==> src/rtl/qdr_burst_sram.sv <==
module qdr_burst_sram #(
  parameter int ADDR_W = 6,
  parameter int BYTE_W = 9
) (
  input  logic                  clk,
  input  logic                  rst_n,
  input  logic                  rd_n,
  input  logic                  wr_n,
  input  logic [ADDR_W-1:0]     rd_addr,
  input  logic [ADDR_W-1:0]     wr_addr,
  input  logic [2*BYTE_W-1:0]   wdata,
  input  logic [1:0]            bwe_n,
  output logic [2*BYTE_W-1:0]   rdata,
  output logic                  rvalid
);
  localparam int DW     = 2 * BYTE_W;
  localparam int DEPTH  = 1 << ADDR_W;
  localparam int RD_LAT = 4;
  localparam logic [ADDR_W-1:0] FLIP = ADDR_W'(1);

  logic              ph;
  logic              rd_busy, wr_busy, prev_idle;
  logic              rd_acc, wr_acc;
  logic [RD_LAT-1:0] rd_sh;
  logic [ADDR_W-1:0] rd_ap [RD_LAT];
  logic              b2_pend;
  logic [ADDR_W-1:0] b2_addr;
  logic              w2_pend;
  logic [ADDR_W-1:0] w2_addr;
  logic [DW-1:0]     mem [DEPTH];

  assign rd_acc = rst_n && !ph && !rd_n && !rd_busy;
  assign wr_acc = rst_n && !ph && !wr_n && !wr_busy && !(prev_idle && !rd_n);

  always_ff @(posedge clk or negedge rst_n) begin
    if (!rst_n) begin
      ph        <= 1'b0;
      rd_busy   <= 1'b0;
      wr_busy   <= 1'b0;
      prev_idle <= 1'b1;
      rd_sh     <= '0;
      w2_pend   <= 1'b0;
    end else begin
      ph    <= ~ph;
      rd_sh <= {rd_sh[RD_LAT-2:0], rd_acc};
      if (!ph) begin
        rd_busy   <= rd_acc;
        wr_busy   <= wr_acc;
        prev_idle <= rd_n && wr_n;
      end
      w2_pend <= wr_acc;
    end
  end

  always_ff @(posedge clk) begin
    rd_ap[0] <= rd_addr;
    for (int i = 1; i < RD_LAT; i++) rd_ap[i] <= rd_ap[i-1];
    if (wr_acc) w2_addr <= wr_addr ^ FLIP;
  end

  always_ff @(posedge clk or negedge rst_n) begin
    if (!rst_n) begin
      rdata   <= '0;
      rvalid  <= 1'b0;
      b2_pend <= 1'b0;
      b2_addr <= '0;
    end else if (rd_sh[RD_LAT-1]) begin
      rdata   <= mem[rd_ap[RD_LAT-1]];
      rvalid  <= 1'b1;
      b2_pend <= 1'b1;
      b2_addr <= rd_ap[RD_LAT-1] ^ FLIP;
    end else if (b2_pend) begin
      rdata   <= mem[b2_addr];
      rvalid  <= 1'b1;
      b2_pend <= 1'b0;
    end else begin
      rdata  <= '0;
      rvalid <= 1'b0;
    end
  end

  always_ff @(posedge clk) begin
    for (int h = 0; h < 2; h++) begin
      if (wr_acc && !bwe_n[h])
        mem[wr_addr][h*BYTE_W +: BYTE_W] <= wdata[h*BYTE_W +: BYTE_W];
      else if (w2_pend && !bwe_n[h])
        mem[w2_addr][h*BYTE_W +: BYTE_W] <= wdata[h*BYTE_W +: BYTE_W];
    end
  end

  p_idle_zero_r8: assert property (@(posedge clk) disable iff (!rst_n)
    !rvalid |-> rdata == '0);

  p_beat1_kedge_r2: assert property (@(posedge clk) disable iff (!rst_n)
    $rose(rvalid) |-> ph);

  p_two_beats_r2: assert property (@(posedge clk) disable iff (!rst_n)
    (rvalid && $past(rvalid)) |=> !rvalid);

  p_rd_spacing_r6: assert property (@(posedge clk) disable iff (!rst_n)
    rd_acc |-> !$past(rd_acc, 2));

  p_wr_spacing_r6: assert property (@(posedge clk) disable iff (!rst_n)
    wr_acc |-> !$past(wr_acc, 2));

  p_wr_beat2_r4: assert property (@(posedge clk) disable iff (!rst_n)
    w2_pend |-> !wr_acc);
endmodule

==> config.mk <==
export PLATFORM = sky130hd
export DESIGN_NAME = qdr_burst_sram
export DESIGN_NICKNAME = d
export VERILOG_FILES = /design/src/rtl/qdr_burst_sram.sv
export SDC_FILE = /design/constraint.sdc
export NUM_CORES = 1
export LEC_CHECK = 0
export ABC_AREA = 0
export BUFFER_PORTS_ARGS = -buffer_cell sky130_fd_sc_hd__buf_2
export CAP_MARGIN = 30
export CORE_MARGIN = 5
export CORE_UTILIZATION = 51
export DETAILED_ROUTE_END_ITERATION = 7
export PLACE_DENSITY = 0.63
export SLEW_MARGIN = 20
export SYNTH_ARGS = -nofsm -noshare
export SYNTH_HDL_FRONTEND = slang
export SYNTH_SLANG_ARGS = --single-unit
==> constraint.sdc <==
create_clock -name clk -period 4.1 [get_ports clk]
set_input_delay 0.82 -clock clk [delete_from_list [all_inputs] [get_ports clk]]
set_output_delay 0.82 -clock clk [all_outputs]
set_load 0.1 [all_outputs]
# Word-level counts from Yosys, hierarchy flattened

Memory sizes are Yosys's and may differ from the RTL's.
Index checks and enable logic that the tools add are counted.

Bits in registers: 41
Bits in writable memories: 1176
Input port bits: 36
Output and inout bits: 19
Word-level logic and storage cells: 55
Memories: 2

Multiplexer cells: 18
Bitwise operators: 3
Reductions and logical operators: 21

Memory list:

| memory | depth | bits a word | read ports | clocked after Yosys merged registers in | wr ports | RTL line | RTL |
|---|---|---|---|---|---|---|---|
| mem    | 64    | 18          | 2          | 0                                       | 1        | 30       | `logic [DW-1:0] mem [DEPTH];` |
| rd_ap  | 4     | 6           | 4          | 0                                       | 4        | 25       | `logic [ADDR_W-1:0] rd_ap [RD_LAT];` |

Operators with widths:

| operator            | number |
|---|---|
| 18-bit two-way mux  | 3 |
| 18-bit OR reduction | 1 |
| 1-bit two-way mux   | 13 |
| 1-bit logical AND   | 12 |
| 1-bit zero test     | 8 |
| 6-bit two-way mux   | 1 |
| 1-bit NOT           | 3 |
| 2-bit two-way mux   | 1 |

# Longest topological paths before layout

Gate-level depths: netlist of run 1.

Word-level depth: 10
Depth in mapped cells: 12

# Least setup slack after synthesis of run 1

Ideal clock, no wire load.

Kind: input to register
Start: in wr_n
End: mem mem[18][10] (netlist bit), enable pin
Setup time: 0.374 ns
Arrival time: 2.934 ns
Required time: 3.726 ns
Slack: 0.791 ns
Stages on the path: 7
Buffers on the path: 2
Cells stage by stage: or4b_1 o211ai_1 buf_2 mux2i_1 nand2_1 clkbuf_1 nor2_1

Word-level cells in the longest chain between the ends: 9

Ends and longest elaborated chain:

| item                                                             | RTL line | RTL |
|---|---|---|
| start: declaration                                               | 8        | `input logic wr_n,` |
| 1-bit zero test *                                                | 33       | `assign wr_acc = rst_n && !ph && !wr_n && !wr_busy && !(prev_idle && !rd_n);` |
| 1-bit logical AND * (3 in series)                                | 33       |  |
| 1-bit logical AND                                                | 84       | `if (wr_acc && !bwe_n[h])` |
| 1-bit two-way mux                                                | 84       |  |
| 1-bit two-way mux (not written as such)                          | 87       | `mem[w2_addr][h*BYTE_W +: BYTE_W] <= wdata[h*BYTE_W +: BYTE_W];` |
| 18-bit OR reduction (no line)                                    | --       |  |
| 6-bit two-way mux (no line) or 2-bit two-way mux (tied branches) | --       |  |
| end: declaration                                                 | 30       |  |

Mark *: on every way between the ends. The rest lies on a longest branch, timed or not.

# Final worst setup path of run 1

Start: reg ph
End: mem mem[9][14] (netlist bit), enable pin

Word-level cells in the longest chain between the ends: 10

Ends and longest elaborated chain:

| item                                                             | RTL line | RTL |
|---|---|---|
| start: declaration                                               | 21       | `logic ph;` |
| start signal: assignment                                         | 44       | `ph <= ~ph;` |
| 1-bit zero test *                                                | --       |  |
| 1-bit logical AND * (4 in series)                                | 33       |  |
| 1-bit logical AND                                                | 84       |  |
| 1-bit two-way mux                                                | 84       |  |
| 1-bit two-way mux (not written as such)                          | 87       |  |
| 18-bit OR reduction (no line)                                    | --       |  |
| 6-bit two-way mux (no line) or 2-bit two-way mux (tied branches) | --       |  |

Marked as above.

==> results of run 1 <==
## power by group through the flow
stage               clock (uW)  combinational (uW)  sequential [uW]
floorplan                    0                2620            14000
global placement             0                4280            14100
detailed placement           0                4340            14100
CTS                      12100                4350            13800
global route             12700                4540            13800
finish                   12000                4430            13800
## cell families (layout without fill, tap and decap cells)
group	count (synthesis)	after routing	synth area share, %
flops	1217	1217	64.3
mux	854	854	26.6
simple gates	338	338	2.68
other cells	0	4	0
buf+inv	231	624	2.42
compound gates	313	313	4.09
## sequential cells by signal, indices dropped and copies added (netlist names), 4 cells and up
signal,cells
mem,1152
rd_ap,24
rdata,18
b2_addr,6
w2_addr,6
rd_sh,4
## worst max-delay path by stage
stage                     startpoint          end
after global placement          wr_n  mem[41][16]
final                             ph   mem[9][14]
after floorplan                 wr_n  mem[18][10]
after detailed placement        wr_n  mem[41][12]
after CTS                         ph  mem[41][13]
after global routing              ph   mem[9][13]
## Yosys cell counts (8+ instances only)
cell type | n | share of area [%]
a221oi_1 | 47 | 0.73
a211oi_1 | 14 | 0.19
buf_2 | 65 | 0.58
o21ai_0 | 34 | 0.30
mux2i_1 | 298 | 5.3
nand2b_1 | 16 | 0.18
a21oi_1 | 40 | 0.36
buf_4 | 54 | 0.72
mux2_2 | 55 | 1.1
nor2_1 | 146 | 0.97
and2_1 | 8 | 0.089
a22oi_1 | 55 | 0.73
nand2_1 | 94 | 0.63
a31oi_1 | 20 | 0.22
o22ai_1 | 14 | 0.16
buf_1 | 12 | 0.080
o221ai_1 | 20 | 0.31
a221o_1 | 12 | 0.21
a22o_1 | 12 | 0.19
buf_6 | 23 | 0.46
a2111oi_0 | 13 | 0.20
a32oi_1 | 10 | 0.16
edfxtp_1 | 1158 | 62
nor2b_1 | 19 | 0.21
mux4_2 | 489 | 20
mux4_1 | 12 | 0.56
clkbuf_1 | 65 | 0.43
dfrtp_1 | 34 | 1.5
dfxtp_1 | 24 | 0.85
inv_1 | 8 | 0.053
nand3_1 | 20 | 0.18
## area by class of cell
cell class / count / area, um2 / share of cell area, %
inverters: 9 / 33.8 / 0.0525
multi-input cells: 1505 / 18800 / 29.2
repair buffers: 377 / 3140 / 4.88
well taps: 1476 / 1850 / 2.87
flip-flops and latches: 1217 / 36200 / 56.2
clock inverters: 69 / 795 / 1.24
diodes: 4 / 10.0 / 0.0156
clock buffers: 169 / 3570 / 5.54
## critical path: stages, from the launching register on
cell,delay [ps]
dfrtp_1,430
or4b_1,710
o211ai_1,240
buf_4,210
mux2i_1,330
nand2_1,400
buf_4,310
nor2_1,720
## stage by stage
| step | util, % | setup slack (ps) |
|---|---|---|
| 2_1_floorplan | - | 791 |
| 4_1_cts | 58.8 | 451 |
| 5_1_grt | 58.9 | 317 |
| 3_5_place_dp | 54.8 | -21.2 |
| 3_3_place_gp | 54.7 | -47.5 |
| 6_report | 58.9 | 348 |
## metal layers
layer  global-route usage, %  vias up
li1                        -    13200
met1                    42.0    17700
met2                    48.8     2497
met3                    8.73      465
met4                    13.1        6
met5                       0        -
==> impl_metrics.csv, run 1 <==
group,metric,value,unit
power_and_ir_drop,clkPwrFrac,39.7,%
power_and_ir_drop,p_int,22500,uW
clock_network,hold_buffers,0,
timing,min_period,3750,ps
place,post_dp_cell_area,59800,um2
layout,final_cell_mix,"1,158 x edfxtp_1, 489 x mux4_2, 298 x mux2i_1",
power_and_ir_drop,leakagePower,0.0216,uW
timing,slew_violations,0,
layout,nets,3276,
detailed_routing,wl_met3,21400,um
power_and_ir_drop,ir_drop,0.000429,V
synth,async_reset_ff_share,2.88,%
synth,ys_seq_area_share,64.3,%
die,die_w,342,um
layout,instances_no_fill,4826,
layout,design_area,64300,um2
timing,final_hold_viol_count,0,
detailed_routing,drc,0,
timing,hold_slack,160,ps
min_path,hp-start,"rd_addr[0]",
setup_path,crit_fanout,12,
clock_network,clk_latency,760,ps
die,io_pins,55,
place,port_buffers,54,
outcome,status,"finished clean",
min_path,holdPathStages,1,
setup_path,rrSetupSlack,350,ps
die,die_y,342,um
setup_path,arrival,4110,ps
timing,finalSetupTns,0,ps
clock_network,cts_max_level,4,
setup_path,r2r_cells,7,
timing,grt_setup_unrepaired,"false",
detailed_routing,detailedRoute.firstPassIterationCount,7,
timing,worstMarginPinSlew,1030,ps
synth,synth-main-ff-cell,"edfxtp_1",
synth,syn-num-nets,2989,
detailed_routing,drt-initial-drc-count,4774,
grt,grt_max_degree,67,
place,dp_hpwl,126000,um
die,start_util,51.5,%
power_and_ir_drop,p_comb_share,14.7,%
detailed_routing,vias,33800,
grt,grt.total_usage,31.3,%
timing,max_slew_margin,30.4,%
layout,fillers,7988,
clock_network,clk_pin_slew,60,ps
detailed_routing,met2WireLength,85500,um
synth,yosysWarnings,0,
timing,period_share,91.5,%
die,fp.coreArea,109000,um2
min_path,hold_path_class,"input pin to flop",
die,rows,121,
clock_network,cts_buffer_depth,3,
power_and_ir_drop,p_total,30200,uW
layout,layout-drive-gt1-share,34.2,%
clock_network,cts_tree,"built",
die,die-area,117000,um2
setup_path,end_kind,"flop",
clock_network,numClockSinks,1217,
place,gp_congestion,1.02,
place,dp_cells,4576,
setup_path,cp.required,4460,ps
synth,syn-instance-count,2953,
setup_path,worstReg2RegStart,"ph",
timing,timing.fmax,267,MHz
detailed_routing,wl_per_cell,38.0,um
power_and_ir_drop,switching_power,7740,uW
power_and_ir_drop,switching_share,25.6,%
synth,syn_area,56200,um2
grt,grt_pass1_wl,258000,um
setup_path,start_kind,"flop",
grt,overflow,0,
power_and_ir_drop,sequentialPowerShare,45.7,%
layout,area_growth,14.4,%
clock_network,cts-root-buf,"clkbuf_16",
min_path,holdPathEnd,"rd_ap[0][0]",
synth,synth.avg_cell_area,19.0,um2
detailed_routing,drt-met1-wl,67400,um
setup_path,path_class,"flop to flop",
detailed_routing,totalWireLength,183000,um
grt,antenna_found_initial,9,
synth,synth_edf_count,1158,
synth,ys_ff_latch,1217,
detailed_routing,postRouteAntennaNets,0,
setup_path,rr_endpoint,"mem[9][14]",
detailed_routing,highest_layer,"met5",
timing,finalSetupViolCount,0,
clock_network,cts_setup_buffers,0,
clock_network,tritoncts.num_buffers,130,
timing,final.setup_skew,27.1,ps
run,drv_cap,0,
detailed_routing,via_per_inst,7.00,
power_and_ir_drop,pwr_density_cell,470,nW/um2
grt,grt_pass1_vias,34000,
layout,final_common_cell,"edfxtp_1",
clock_network,ctsResizeCount,0,
synth,synthDistinctLibCells,56,
No activity file was read; power rests on OpenSTA's default activity.
==> run 2, diff against run 1 <==
Settings changed: CORE_MARGIN 5 to 3, SETUP_SLACK_MARGIN set to 0.5.
==> run 2 against run 1 <==
Effect of this change: clock skew up 3.8 ps; design area fell by 0.30%; sequential cell count is the same; core utilization fell by 0.18 points; combinational power about the same; count of clock-buffer cells in the layout down 5; wire length decreased by 0.89%; sequential share of layout area increased by 0.17 points; hold slack better by 5.5 ps; register-to-register slack gained 200 ps; critical path depth increased by 1; critical path type unchanged.
==> impl_metrics.csv, run 2 (synthesis results as in run 1) <==
group,metric,value,unit
detailed_routing,detailedRoute.firstPassIterationCount,8,
layout,layout-drive-gt1-share,33.8,%
setup_path,worstReg2RegStart,"ph",
detailed_routing,postRouteAntennaNets,0,
detailed_routing,vias,33500,
power_and_ir_drop,pwr_density_cell,475,nW/um2
setup_path,cp.required,4490,ps
clock_network,cts_tree,"built",
timing,final_hold_viol_count,0,
detailed_routing,via_per_inst,6.99,
setup_path,rrSetupSlack,550,ps
clock_network,cts_max_level,4,
layout,final_common_cell,"edfxtp_1",
timing,slew_violations,0,
place,dp_cells,4531,
layout,instances_no_fill,4784,
clock_network,clk_pin_slew,60,ps
min_path,hold_path_class,"input pin to flop",
setup_path,arrival,3940,ps
die,io_pins,55,
timing,max_slew_margin,28.9,%
timing,final.setup_skew,30.9,ps
clock_network,hold_buffers,0,
clock_network,tritoncts.num_buffers,131,
timing,worstMarginPinSlew,1070,ps
power_and_ir_drop,leakagePower,0.0214,uW
place,port_buffers,54,
clock_network,numClockSinks,1217,
grt,grt_pass1_vias,33800,
setup_path,crit_path_start,"ph",
layout,largest_reg_flops,1152,
die,rows,121,
layout,area_growth,14.0,%
power_and_ir_drop,p_total,30500,uW
run,drv_cap,0,
timing,timing.fmax,281,MHz
die,die-area,114000,um2
grt,grt_pass1_wl,256000,um
setup_path,start_kind,"flop",
layout,fillers,7871,
setup_path,end_kind,"flop",
grt,grt_max_degree,83,
timing,grt_setup_unrepaired,"false",
clock_network,cts-root-buf,"clkbuf_16",
power_and_ir_drop,ir_drop,0.000433,V
grt,grt.total_usage,32.3,%
grt,antenna_found_initial,12,
layout,regMostFlops,"mem",
outcome,status,"finished clean",
layout,ff_latch_area,36200,um2
layout,final_cell_mix,"1,158 x edfxtp_1, 489 x mux4_2, 298 x mux2i_1",
grt,overflow,0,
detailed_routing,wl_per_cell,38.0,um
die,start_util,51.5,%
place,gp_congestion,1.09,
clock_network,clk_latency,750,ps
detailed_routing,drt-initial-drc-count,4815,
detailed_routing,drc,0,
setup_path,crit_fanout,20,
timing,finalSetupViolCount,0,
die,die_y,338,um
detailed_routing,totalWireLength,182000,um
layout,largest_registers,"mem: 1152 flops, rd_ap: 24 flops, rdata: 18 flops",
die,fp.coreArea,109000,um2
place,dp_hpwl,125000,um
timing,period_share,86.7,%
min_path,hp-start,"rd_addr[5]",
timing,min_period,3550,ps
layout,multiInputGateArea,18800,um2
die,die_w,338,um
layout,nets,3228,
clock_network,cts_buffer_depth,3,
setup_path,path_class,"flop to flop",
-- run 2: changes by cell type in the layout (fill, tap and decap cells not counted), sizes merged --
cell / delta
clkinv: +1
clkinvlp: +1
clkbuf: -4
inv: +3
bufinv: +3
diode: +4
buf: -50
-- run 2: power by group --
part	internal [uW]	leakage, uW	total [uW]	switching [uW]
registers	13700	0.0111	13800	112
clock network	7300	0.00217	12300	4950
logic	1750	0.00817	4450	2700
-- run 2: final cells by class --
type	count	share of cell area, %
clock buffer	164	5.58
multi-input combinational	1505	29.3
sequential	1217	56.4
antenna	8	0.0312
timing repair buffer	328	4.33
inverter	9	0.0527
tap	1476	2.88
clock inverter	77	1.39
-- run 2: worst paths after layout --
path	to	cells past startpoint
worst min-delay path	rd_ap[0][5]	1
worst min register to register	rd_ap[3][0]	0
max in group asynchronous	b2_addr[2]	2
worst max register to register	mem[13][7]	8
min in group asynchronous	ph	2
worst max-delay path	mem[13][7]	8
-- run 2: metal layers --
metal	track usage, %	wire length (um)
met5	0	66
met4	16.0	10600
met3	9.51	22400
met1	44.2	67400
met2	47.9	81400
-- run 2: through the flow --
stage                     hold WS (ps)  TNS, ps  util (%)  setup slack (ps)  instance area, um2
final                              166        0      58.7               546               64100
after global routing               152        0      58.7               502               64100
after CTS                          128        0      58.6               503               64000
after detailed placement           312    -1230      54.5             -95.0               59500
after global placement             310        0      54.4              7.78               59400
after floorplan                    310        0         -               791               56200
-- run 2: what timing repair did --
item	CTS	global route
gates resized for setup	3	17
endpoints found under the setup margin	21	145
buffers inserted	0	0
-- run 2: critical path, cell delays in order, from the launching register on --
cell and delay [ps]:
dfrtp_1 430, or4b_1 700, o211ai_1 260, buf_4 280, nand3b_1 100, o21ai_0 130
nand2_1 370, buf_4 370, nor2_2 540
